### config.mk
export PLATFORM = sky130hd
export DESIGN_NAME = rom_rd_seq
export DESIGN_NICKNAME = d
export VERILOG_FILES = /design/src/rtl/rom_rd_pkg.sv /design/src/rtl/rom_rd_rstsync.sv /design/src/rtl/rom_rd_phase_cnt.sv /design/src/rtl/rom_rd_fsm.sv /design/src/rtl/rom_rd_datapath.sv /design/src/rtl/rom_rd_seq.sv
export SDC_FILE = /design/constraint.sdc
export NUM_CORES = 1
export LEC_CHECK = 0
export ABC_AREA = 1
export BUFFER_PORTS_ARGS = -buffer_cell sky130_fd_sc_hd__buf_2
export CAP_MARGIN = 5
export CORE_MARGIN = 5
export CORE_UTILIZATION = 48
export DETAILED_ROUTE_END_ITERATION = 8
export PLACE_DENSITY = 0.84
export SYNTH_ARGS = -nofsm -noshare
export SYNTH_HDL_FRONTEND = slang
export SYNTH_SLANG_ARGS = --single-unit
### constraint.sdc
create_clock -name clk -period 1.5 [get_ports clk]
set_clock_uncertainty 0.15 [all_clocks]
set_input_delay 0.15 -clock clk [delete_from_list [all_inputs] [get_ports clk]]
set_output_delay 0.15 -clock clk [all_outputs]
set_load 0.005 [all_outputs]
### src/rtl/rom_rd_pkg.sv
package rom_rd_pkg;

  typedef enum logic [1:0] {
    ST_IDLE   = 2'd0,
    ST_ACCESS = 2'd1,
    ST_FLOAT  = 2'd2
  } rd_state_e;

  function automatic int unsigned ps_to_cyc(input int unsigned t_ps, input int unsigned clk_ps);
    return (t_ps + clk_ps - 1) / clk_ps;
  endfunction

  function automatic int unsigned umax(input int unsigned a, input int unsigned b);
    return (a > b) ? a : b;
  endfunction

endpackage

### src/rtl/rom_rd_rstsync.sv
module rom_rd_rstsync #(
  parameter int unsigned STAGES = 2
) (
  input  logic clk,
  input  logic arst_n,
  output logic srst_n
);
  logic [STAGES-1:0] sync_q;
  logic [STAGES-1:0] sync_d;

  always_comb begin
    sync_d = {sync_q[STAGES-2:0], 1'b1};
  end

  always_ff @(posedge clk or negedge arst_n) begin
    if (!arst_n) sync_q <= '0;
    else         sync_q <= sync_d;
  end

  assign srst_n = sync_q[STAGES-1];
endmodule

### src/rtl/rom_rd_phase_cnt.sv
module rom_rd_phase_cnt #(
  parameter int unsigned CNT_W = 4
) (
  input  logic             clk,
  input  logic             rst_n,
  input  logic             clr,
  input  logic             en,
  output logic [CNT_W-1:0] cnt
);
  logic [CNT_W-1:0] cnt_q;
  logic [CNT_W-1:0] cnt_d;

  always_comb begin
    cnt_d = cnt_q;
    if (clr)     cnt_d = '0;
    else if (en) cnt_d = cnt_q + 1'b1;
  end

  always_ff @(posedge clk or negedge rst_n) begin
    if (!rst_n) cnt_q <= '0;
    else        cnt_q <= cnt_d;
  end

  assign cnt = cnt_q;
endmodule

### src/rtl/rom_rd_fsm.sv
module rom_rd_fsm
  import rom_rd_pkg::*;
#(
  parameter int unsigned LAG_CYC  = 8,
  parameter int unsigned WAIT_CYC = 15,
  parameter int unsigned FLT_CYC  = 5,
  parameter int unsigned CNT_W    = 4
) (
  input  logic             clk,
  input  logic             rst_n,
  input  logic             req,
  input  logic [CNT_W-1:0] cnt,
  output logic             cnt_clr,
  output logic             cnt_en,
  output logic             addr_ld,
  output logic             cap_en,
  output logic             ce_n,
  output logic             oe_n,
  output logic             rvalid,
  output logic             busy
);
  localparam logic [CNT_W-1:0] OE_HIT   = CNT_W'(LAG_CYC - 1);
  localparam logic [CNT_W-1:0] CAP_HIT  = CNT_W'(WAIT_CYC - 1);
  localparam logic [CNT_W-1:0] FLT_HIT  = CNT_W'(FLT_CYC - 1);
  localparam logic             LATE_OE  = (LAG_CYC != 0);

  rd_state_e state_q, state_d;
  logic      ce_n_q, ce_n_d;
  logic      oe_n_q, oe_n_d;
  logic      rv_q, rv_d;

  always_comb begin
    state_d = state_q;
    ce_n_d  = ce_n_q;
    oe_n_d  = oe_n_q;
    rv_d    = 1'b0;
    cnt_clr = 1'b0;
    cnt_en  = 1'b0;
    addr_ld = 1'b0;
    cap_en  = 1'b0;
    unique case (state_q)
      ST_IDLE: begin
        if (req) begin
          state_d = ST_ACCESS;
          ce_n_d  = 1'b0;
          oe_n_d  = LATE_OE;
          addr_ld = 1'b1;
          cnt_clr = 1'b1;
        end
      end
      ST_ACCESS: begin
        cnt_en = 1'b1;
        if (LATE_OE && (cnt == OE_HIT)) oe_n_d = 1'b0;
        if (cnt == CAP_HIT) begin
          state_d = ST_FLOAT;
          ce_n_d  = 1'b1;
          oe_n_d  = 1'b1;
          rv_d    = 1'b1;
          cap_en  = 1'b1;
          cnt_clr = 1'b1;
        end
      end
      ST_FLOAT: begin
        cnt_en = 1'b1;
        if (cnt == FLT_HIT) state_d = ST_IDLE;
      end
      default: begin
        state_d = ST_IDLE;
        ce_n_d  = 1'b1;
        oe_n_d  = 1'b1;
      end
    endcase
  end

  always_ff @(posedge clk or negedge rst_n) begin
    if (!rst_n) begin
      state_q <= ST_IDLE;
      ce_n_q  <= 1'b1;
      oe_n_q  <= 1'b1;
      rv_q    <= 1'b0;
    end else begin
      state_q <= state_d;
      ce_n_q  <= ce_n_d;
      oe_n_q  <= oe_n_d;
      rv_q    <= rv_d;
    end
  end

  assign ce_n   = ce_n_q;
  assign oe_n   = oe_n_q;
  assign rvalid = rv_q;
  assign busy   = (state_q != ST_IDLE);

  assert_strobe_needs_select_R8: assert property (@(posedge clk) disable iff (!rst_n)
    !oe_n_q |-> !ce_n_q);
  assert_rvalid_single_R4: assert property (@(posedge clk) disable iff (!rst_n)
    rv_q |=> !rv_q);
  assert_release_on_valid_R4: assert property (@(posedge clk) disable iff (!rst_n)
    rv_q |-> (ce_n_q && oe_n_q && busy));
  assert_idle_quiet_R1: assert property (@(posedge clk) disable iff (!rst_n)
    !busy |-> (ce_n_q && oe_n_q && !rv_q));
  assert_accept_R2: assert property (@(posedge clk) disable iff (!rst_n)
    (!busy && req) |=> (busy && !ce_n_q));
endmodule

### src/rtl/rom_rd_datapath.sv
module rom_rd_datapath #(
  parameter int unsigned ADDR_W = 20,
  parameter int unsigned DATA_W = 8
) (
  input  logic              clk,
  input  logic              rst_n,
  input  logic              addr_ld,
  input  logic              cap_en,
  input  logic [ADDR_W-1:0] addr_in,
  input  logic [DATA_W-1:0] dq_in,
  output logic [ADDR_W-1:0] addr_out,
  output logic [DATA_W-1:0] data_out
);
  logic [ADDR_W-1:0] addr_q, addr_d;
  logic [DATA_W-1:0] data_q, data_d;

  always_comb begin
    addr_d = addr_q;
    data_d = data_q;
    if (addr_ld) addr_d = addr_in;
    if (cap_en)  data_d = dq_in;
  end

  always_ff @(posedge clk or negedge rst_n) begin
    if (!rst_n) begin
      addr_q <= '0;
      data_q <= '0;
    end else begin
      addr_q <= addr_d;
      data_q <= data_d;
    end
  end

  assign addr_out = addr_q;
  assign data_out = data_q;

  assert_rdata_hold_R9: assert property (@(posedge clk) disable iff (!rst_n)
    !cap_en |=> $stable(data_q));
endmodule

### src/rtl/rom_rd_seq.sv
module rom_rd_seq
  import rom_rd_pkg::*;
#(
  parameter int unsigned ADDR_W   = 20,
  parameter int unsigned DATA_W   = 8,
  parameter int unsigned CLK_PS   = 8000,
  parameter int unsigned T_ACC_PS = 100000,
  parameter int unsigned T_CE_PS  = 100000,
  parameter int unsigned T_OE_PS  = 50000,
  parameter int unsigned T_FLT_PS = 40000
) (
  input  logic              clk,
  input  logic              rst_n,
  input  logic              req,
  input  logic [ADDR_W-1:0] addr,
  output logic              busy,
  output logic              rvalid,
  output logic [DATA_W-1:0] rdata,
  output logic [ADDR_W-1:0] mem_addr,
  output logic              mem_ce_n,
  output logic              mem_oe_n,
  input  logic [DATA_W-1:0] mem_dq
);
  localparam int unsigned ACC_CYC  = ps_to_cyc(T_ACC_PS, CLK_PS);
  localparam int unsigned CE_CYC   = ps_to_cyc(T_CE_PS, CLK_PS);
  localparam int unsigned OE_CYC   = ps_to_cyc(T_OE_PS, CLK_PS);
  localparam int unsigned FLT_CYC  = ps_to_cyc(T_FLT_PS, CLK_PS);
  localparam int unsigned RD_CYC   = umax(ACC_CYC, CE_CYC);
  localparam int unsigned LAG_CYC  = (RD_CYC > OE_CYC) ? (RD_CYC - OE_CYC) : 0;
  localparam int unsigned WAIT_CYC = umax(RD_CYC, OE_CYC);
  localparam int unsigned CNT_MAX  = umax(WAIT_CYC, FLT_CYC);
  localparam int unsigned CNT_W    = $clog2(CNT_MAX + 1);

  if ((ACC_CYC == 0) || (CE_CYC == 0) || (OE_CYC == 0) || (FLT_CYC == 0)) begin : g_bad_timing
    $error("rom_rd_seq: every access and float time must give at least one clock cycle");
  end

  logic             srst_n;
  logic [CNT_W-1:0] cnt;
  logic             cnt_clr, cnt_en, addr_ld, cap_en;

  rom_rd_rstsync #(.STAGES(2)) u_rstsync (
    .clk    (clk),
    .arst_n (rst_n),
    .srst_n (srst_n)
  );

  rom_rd_phase_cnt #(.CNT_W(CNT_W)) u_cnt (
    .clk   (clk),
    .rst_n (srst_n),
    .clr   (cnt_clr),
    .en    (cnt_en),
    .cnt   (cnt)
  );

  rom_rd_fsm #(
    .LAG_CYC  (LAG_CYC),
    .WAIT_CYC (WAIT_CYC),
    .FLT_CYC  (FLT_CYC),
    .CNT_W    (CNT_W)
  ) u_fsm (
    .clk     (clk),
    .rst_n   (srst_n),
    .req     (req),
    .cnt     (cnt),
    .cnt_clr (cnt_clr),
    .cnt_en  (cnt_en),
    .addr_ld (addr_ld),
    .cap_en  (cap_en),
    .ce_n    (mem_ce_n),
    .oe_n    (mem_oe_n),
    .rvalid  (rvalid),
    .busy    (busy)
  );

  rom_rd_datapath #(.ADDR_W(ADDR_W), .DATA_W(DATA_W)) u_dp (
    .clk      (clk),
    .rst_n    (srst_n),
    .addr_ld  (addr_ld),
    .cap_en   (cap_en),
    .addr_in  (addr),
    .dq_in    (mem_dq),
    .addr_out (mem_addr),
    .data_out (rdata)
  );

  assert_addr_stable_R5: assert property (@(posedge clk) disable iff (!srst_n)
    (!mem_ce_n && $past(!mem_ce_n)) |-> $stable(mem_addr));
  assert_busy_ignores_req_R7: assert property (@(posedge clk) disable iff (!srst_n)
    (busy && !mem_ce_n) |=> $stable(mem_addr) || mem_ce_n);
endmodule

After elaboration in Yosys (flattened, before gate mapping)
Index checks and enable logic that the tools add are counted.
{"block": "word_totals", "wordCells": 45, "out_inout_bits": 32, "input_bits": 31, "regBits": 39}
{"block": "classes", "addsub": 1, "n_reduce_logical": 7, "n_eq_ne": 9, "muxes": 19, "bitwise": 1}
{"operator": "$mux 1", "count": 10}
{"operator": "$reduce_and 3->1", "count": 3}
{"operator": "$eq 4x3->1 const B", "count": 2}
{"operator": "$mux 4", "count": 2}
{"operator": "$mux 2", "count": 3}
{"operator": "$pmux 1 s3", "count": 2}
{"operator": "$pmux 2 s3", "count": 1}
{"operator": "$add 4x1->4 const B", "count": 1}
{"operator": "$eq 4x4->1 const B", "count": 1}
{"operator": "$ne 2x1->1 const B", "count": 2}
{"operator": "$reduce_bool 2->1", "count": 2}
{"operator": "$ne 3x1->1 const B", "count": 1}
{"operator": "$eq 2x1->1 const B", "count": 1}
{"operator": "$eq 2x2->1 const B", "count": 1}
{"operator": "$logic_not 2->1", "count": 1}
{"operator": "$ne 2x2->1 const B", "count": 1}
{"operator": "$pmux 1 s2", "count": 1}
{"operator": "$reduce_or 2->1", "count": 1}
{"operator": "$not 1->1", "count": 1}

Logic depth before layout (Yosys ltp)
Gate-level depths: netlist of run 1.
{"block": "depth", "word_depth": 5, "depth_mapped": 7, "mapped_depth_nobuf": 7}

Hierarchy
A second synthesis of run 1 with hierarchy kept.
{"block": "hier_totals", "hier_cells": 190, "area_unflattened_um2": 1679.1}
{"mod": "rom_rd_datapath", "n_inst": 1, "area_per_inst_um2": 1068.5, "cells_each": 119}
{"mod": "rom_rd_fsm", "n_inst": 1, "area_per_inst_um2": 355.3, "cells_each": 44}
{"mod": "rom_rd_phase_cnt", "n_inst": 1, "area_per_inst_um2": 201.4, "cells_each": 24}
{"mod": "rom_rd_rstsync", "n_inst": 1, "area_per_inst_um2": 53.8, "cells_each": 3}

Least setup slack after synthesis of run 1
OpenSTA, ideal clock, no wires.
{"block": "synth_path", "path_kind": "register -> register", "startpoint": "register u_fsm.state_q[0]", "endpoint": "register u_dp.addr_q[0], in the netlist u_dp.addr_out[0]", "t_required_ns": 1.225, "period_less_slack_ns": 1.467, "setup_time_ns": 0.125, "n_path_buf": 1, "slack_ns": 0.033, "stages_incl_launch_ff": 6, "arrival_ns": 1.192, "path_cell_list": "dfrtp_1 inv_1 ha_1 nand2_2 buf_6 mux2_4"}
{"block": "synth_via", "elab_chain_len": 2}
{"element": "start: declaration", "line": "rom_rd_fsm.sv:27", "text": "rd_state_e state_q, state_d;"}
{"element": "start signal: assignment", "line": "rom_rd_fsm.sv:82", "text": "state_q <= state_d;"}
{"element": "$logic_not 2->1", "line": "rom_rd_fsm.sv:41", "text": "unique case (state_q)"}
{"element": "$mux 1", "line": "rom_rd_fsm.sv:41"}
{"element": "end signal: assignment", "line": "rom_rd_datapath.sv:29", "text": "addr_q <= addr_d;"}
{"element": "end: declaration", "line": "rom_rd_datapath.sv:14", "text": "logic [ADDR_W-1:0] addr_q, addr_d;"}
No other way between the ends.
A chain may end at the register's enable or synchronous reset.

Worst setup path after layout of run 1
{"block": "layout_path", "startpoint": "register u_fsm.state_q[1]", "endpoint": "register u_dp.addr_q[15], in the netlist u_dp.addr_out[15]"}
Same word-level chain as after synthesis.

==> results of run 1 <==
==> state kept, by name, indices dropped and copies added (netlist names) <==
register          cells
u_fsm.ce_n            1
u_fsm.oe_n            1
u_cnt.cnt             4
u_fsm.rvalid          1
u_rstsync.sync_q      2
u_fsm.state_q         2
u_dp.data_out         8
u_dp.addr_out        20
==> Yosys cell counts <==
cell,number,area [um2]
nand3_1,6,30.0
nor2_1,4,15.0
nand4_1,3,18.8
dfstp_2,2,52.6
dfrtp_1,37,926
clkinv_4,1,8.76
nand4_4,1,21.3
or2_2,1,6.26
conb_1,1,3.75
mux2_2,1,11.3
inv_1,9,33.8
o21ai_1,1,5.00
a21oi_1,3,15.0
nand2_2,2,12.5
o21ai_0,1,5.00
ha_1,7,87.6
nand2_1,41,154
mux2_4,19,285
buf_6,2,22.5
==> critical path, cell delays in order (launching register included) <==
cell     delay (ns)
dfrtp_1        0.41
inv_2          0.10
ha_4           0.15
nand2_2        0.09
buf_12         0.17
mux2_4         0.31
==> timing repair <==
| action | in CTS | in global routing |
|---|---|---|
| gates resized for setup | 8 | 8 |
| endpoints found under the setup margin | 25 | 33 |
| hold buffers | 30 | 0 |
| setup buffers | 4 | 1 |
| endpoints found under the hold margin | 30 | 0 |
| pin swaps | 1 | 2 |
==> per-layer routing <==
layer,share of wire [%],track usage [%]
met1,35,21.0
met2,56,41.8
met3,5.6,6.09
met4,2.6,6.81
met5,0,0
==> logic make-up after synthesis <==
group	Yosys count	share of synthesized area, %
mux	20	17.3
flops	39	57.1
buf+inv	12	3.80
fa+ha+maj	7	5.11
other cells	1	0.219
simple gates	58	15.0
compound gates	5	1.46
==> power by group <==
| group | switching (mW) | internal, mW | total [mW] |
|---|---|---|---|
| clock network | 0.379 | 0.351 | 0.730 |
| logic | 0.918 | 1.25 | 2.16 |
| registers | 0.258 | 1.44 | 1.70 |
==> final timing paths <==
kind                       cells after the start  slack [ns]                   to                 from
min                                            1        0.04     u_dp.data_out[2]  u_rstsync.sync_q[1]
max                                            5        0.02    u_dp.addr_out[15]     u_fsm.state_q[1]
min reg2reg                                    1        0.04     u_dp.data_out[2]  u_rstsync.sync_q[1]
max reg2reg                                    5        0.02    u_dp.addr_out[15]     u_fsm.state_q[1]
min in group clk                               5        0.11           u_fsm.ce_n                  req
max in group asynchronous                      3        0.59  u_rstsync.sync_q[0]                rst_n
==> area by class of cell <==
cell class / count / share of cell area [%]
Clock inverter: 3 / 1.65
Tap cell: 46 / 2.17
Clock buffer: 5 / 1.42
Multi-Input combinational cell: 91 / 27.3
Sequential cell: 39 / 36.9
Timing Repair Buffer: 107 / 28.9
Inverter: 10 / 1.70
==> impl_results.md, run 1 <==
* Status: finished clean
* HPWL Detailed at between 2000 and 3000 um
* Worst Path Arrival at about 1.6 ns
* WL/cell at ~16 um
* Setup crit start kind: flop
* Register area share after synthesis at 57.1%
* Ant diodes at 0
* Dpl ws at -0.0428 ns
* Count of warnings emitted by yosys at 0
* WS Path Type: flop to flop
* RSZ-0062 raised after global routing: yes
* Full die area at approximately 5000 um2
* Num ports at between 60 and 70
* Die Y at between 60 and 70 um
* Syn_nets at 180
* Initial Util at 50.6%
* Final core occ at approximately 78%
* CP max FO at 13
* Fillers at 192
* Mapped Cells at approximately 140
* Rows at 21
* Iter 0 DRT Violations at ~80
* First-pass GRT wire length at around 8100 um
* Crit end category: flop
* H-tree levels at 2
* Final #Nets at a little under 300
* WHS at 0.0397 ns
* DRC viols at 0
* Hold WC Path Type: flop to asynchronous set/reset pin
* Pre-antenna DRT Iters at 4
* Core box area at approximately 3400 um2
* Longest Clk Path Bufs at 2
* Cts bufs inserted at 5
* Most common cell after layout, fill and taps aside: buf_2
* Gr usage total at around a fifth
* Vias in the first global route at 1611
* Largest net degree at the start of global routing at 28
* Max Transition Viols Final at 0
* Area of the multi-input gates at roughly 720 um2
* I/O Buffers at 62
* Max-Cap Viols at 0
* Final min period at 1.48 ns
* Dpl cells at 259
* Fmax achieved at 675 MHz
* LEAKAGE at 1.36 nW
* Final Cycle Share at between 90 and 100%
* Worst-Skew Late Latency at 0.35 ns
* Vias per cell at between 4 and 5
* Layout cell share with drive strength beyond 1 at 47.8%
* Setup tns final at 0 ns
* Layout Cells excl Fill at around 300
* Clock transition at path regs at 0.13 ns
* CTS sink cnt at 39
* DRT Wirelength at around 4900 um
* Power Dens Cells at around 1700 nW/um2
* FF+latch count, synth at 39
* Distinct cells, synth at 19
* Placed Instance Area at 2180 um2
* Antenna Violating Nets Remaining at 0
* Vias at 1469
* Final setup violation count at 0
* Root buffer cell: clkbuf_4
* Critical Path RT at around 1.6 ns
* Area Growth Syn to Fin at 54.7%
* Design area at 2650 um2
* Commonest cells after routing, fill and taps aside: buf_2 (61), nand2_1 (40), dfrtp_1 (37), dlygate4sd3_1 (30), mux2_4 (19)
* Post-Syn Area at roughly 1700 um2
* Final global-route overflow total at 0
* GPL Wtd Cong at 0.841
* Final Hold Viols at 0
* Die X-Extent at ~70 um
* Slack of the critical path at around 0.019 ns
* Tot Pwr at ~4.6 mW
* Initial antenna violation count at 0
* CTS tree: done
* VDD IR max at approximately 950 uV
* Reg area at about 1000 um2
* Syn_area_per_cell at 12.1 um2
Note: power is estimated with default switching activity, not from simulation.
==> inputs of run 2 (changes only) <==
--- a/config.mk
+++ b/config.mk
@@ -9,9 +9,9 @@
 export BUFFER_PORTS_ARGS = -buffer_cell sky130_fd_sc_hd__buf_2
 export CAP_MARGIN = 5
 export CORE_MARGIN = 5
-export CORE_UTILIZATION = 48
+export CORE_UTILIZATION = 52
 export DETAILED_ROUTE_END_ITERATION = 8
-export PLACE_DENSITY = 0.84
+export PLACE_DENSITY = 0.89
 export SYNTH_ARGS = -nofsm -noshare
 export SYNTH_HDL_FRONTEND = slang
 export SYNTH_SLANG_ARGS = --single-unit
==> constraint.sdc (replaced) <==
create_clock -name clk -period 1.75 [get_ports clk]
set_clock_uncertainty 0.15 [all_clocks]
set_input_delay 0.175 -clock clk [delete_from_list [all_inputs] [get_ports clk]]
set_output_delay 0.175 -clock clk [all_outputs]
set_load 0.005 [all_outputs]
==> run 2 against run 1 <==
Cell count fell by 4.3%. Routed wire length fell by 5.8%. Core utilization rose by 2.2 points. Clock-buffer cell count did not move. Setup slack improved by 0.085 ns. Design area fell by 5.9%. Highest routed layer unchanged. Critical endpoint is now busy.
==> impl_results.md, run 2 (same netlist as run 1, synthesis figures left out) <==
* DRT Wirelength at 4630 um (-5.8%)
* Global Route met2 Usage at 42.3% (+0.57 points)
* Num ports at 63 (unchanged)
* WS Path Type: flop to output pin
* CP max FO at 3 (-10)
* Root buffer cell: clkbuf_4
* Initial antenna violation count at 0 (unchanged)
* First-pass GRT wire length at 7200 um (-11%)
* Design area at 2500 um2 (-5.9%)
* Worst-Skew Late Latency at 0.36 ns (about the same)
* DRC viols at 0 (unchanged)
* Ant diodes at 0 (unchanged)
* RSZ-0062 raised after global routing: no
* Max reg flops at 20 (unchanged)
* Post-CTS Setup Repair Bufs at 0 (-4)
* Setup tns final at 0 ns (unchanged)
* I/O Buffers at 62 (unchanged)
* GPL Wtd Cong at 0.766 (-8.8%)
* Core box area at 3100 um2 (-8.5%)
* Slack of the critical path at 0.104 ns (+0.0851 ns)
* Rows at 20 (-4.8%)
* Gr usage total at 22.0% (+0.74 points)
* CTS sink cnt at 39 (unchanged)
* Critical Path RT at 1.42 ns (-0.19 ns)
* Final min period at 1.65 ns
* Layout Cells excl Fill at 288 (-4.3%)
* Final #Nets at 281 (-3.8%)
* Clock power share at 17.1% (+1.2 points)
* Combinational cell fraction of total power at 42.4% (-4.7 points)
* Initial Util at 55.2% (+4.7 points)
* Crit end category: output pin
* Clock transition at path regs at 0.12 ns (about the same)
* LEAKAGE at 1.29 nW (-4.8%)
* Power Dens Cells at 1450 nW/um2 (-16%)
* Dpl ws at 0.142 ns (+0.185 ns)
* Routing usage on met1 at 21.1% (about the same)
* Cell Int Power at 2.39 mW (-21%)
* Setup crit start kind: flop
* Final Hold Viols at 0 (unchanged)
* Most common cell after layout, fill and taps aside: buf_2
* Status: finished clean
* Max-Cap Viols at 0 (unchanged)
* Pre-antenna DRT Iters at 4 (unchanged)
* Commonest cells after routing, fill and taps aside: buf_2 (62), nand2_1 (41), dfrtp_1 (37), dlygate4sd3_1 (30), mux2_4 (19)
* Grt peak-use layer: met2
* Final Cycle Share at 94.0%
* H-tree levels at 2 (unchanged)
* Vias in the first global route at 1535 (-4.7%)
* Vias at 1387 (-5.6%)
* Die X-Extent at 67.4 um (-3.4%)
* Die Y at 67.4 um (-3.4%)
* Sw frac at 33.9% (+0.067 points)
* NetSw at 1.23 mW (-21%)
* Cts bufs inserted at 5 (unchanged)
* WL/cell at 16.1 um (-1.5%)
* VDD IR max at 788 uV (-17%)
* Final setup violation count at 0 (unchanged)
* Longest Clk Path Bufs at 2 (unchanged)
* WHS at 0.0422 ns (+0.00253 ns)
* Placed Instance Area at 2110 um2 (-3.1%)
* Sequential share of power at 40.5% (+3.5 points)
* Worst Path Arrival at 1.32 ns (-0.27 ns)
* Layout cell share with drive strength beyond 1 at 42.2% (-5.6 points)
* Max Transition Viols Final at 0 (unchanged)
* Vias per cell at 4.82 (-1.3%)
* Antenna Violating Nets Remaining at 0 (unchanged)
* HPWL Detailed at 2760 um (-5.4%)
* Met3 Track Usage GR at 6.99% (+0.90 points)
* Dpl cells at 250 (-3.5%)
* Fmax achieved at slightly above 600 MHz
* R2R Setup Slk at 0.11 ns (+0.09 ns)
* Hold WC Path Type: flop to asynchronous set/reset pin
* Full die area at 4540 um2 (-6.6%)
* Area Growth Syn to Fin at 45.6%
* CTS tree: done
* Iter 0 DRT Violations at 51 (-35%)
* Final global-route overflow total at 0 (unchanged)
* Largest net degree at the start of global routing at 29 (+3.6%)
==> run 2: area by class of cell <==
cell class / instances / area (um2)
Clock inverter: 3 / 43.8
Clock buffer: 5 / 37.5
Tap cell: 44 / 55.1
Inverter: 10 / 42.5
Multi-Input combinational cell: 91 / 673
Timing Repair Buffer: 96 / 666
Fill cell: 202 / 607
Sequential cell: 39 / 978
==> run 2: critical path, stage by stage (launching register included) <==
cell and delay, ns:
dfrtp_1 0.42, inv_1 0.13, ha_2 0.24, inv_1 0.07, buf_2 0.13
==> run 2: stage by stage <==
stage | utilization, % | total power, mW
final | 80.4 | 3.62
after global routing | 80.4 | 3.85
after CTS | 80.4 | 3.56
after detailed placement | 68.1 | 2.90
after global placement | 68.1 | 2.83
after floorplan | - | 2.37
==> run 2: power by group through the flow <==
| stage | Combinational, mW | Sequential [mW] | Clock [mW] |
|---|---|---|---|
| 6_report | 1.53 | 1.46 | 0.617 |
| 2_1_floorplan | 0.897 | 1.47 | 0 |
| 5_1_grt | 1.68 | 1.50 | 0.671 |
| 4_1_cts | 1.50 | 1.45 | 0.620 |
| 3_5_place_dp | 1.44 | 1.46 | 0 |
| 3_3_place_gp | 1.39 | 1.44 | 0 |
==> run 2: metal layers <==
metal	share of wire [%]	routed length (um)
met5	0	0
met4	3.8	175
met3	7.7	359
met2	54	2510
met1	34	1590
==> run 2: worst paths after layout <==
kind	startpoint	to	cells after the start
worst max register to register	u_fsm.state_q[0]	u_dp.addr_out[11]	5
worst min register to register	u_rstsync.sync_q[1]	u_dp.data_out[0]	0
worst max-delay path	u_fsm.state_q[0]	busy	4
min in group clk	req	u_dp.addr_out[10]	3
worst min-delay path	u_rstsync.sync_q[1]	u_dp.data_out[0]	0
max in group asynchronous	rst_n	u_rstsync.sync_q[1]	3
==> run 2: what timing repair did <==
item                                   CTS  global route
hold buffers                            30             0
setup endpoints to repair                0             4
endpoints found under the hold margin   30             0
resized for setup                        0             2
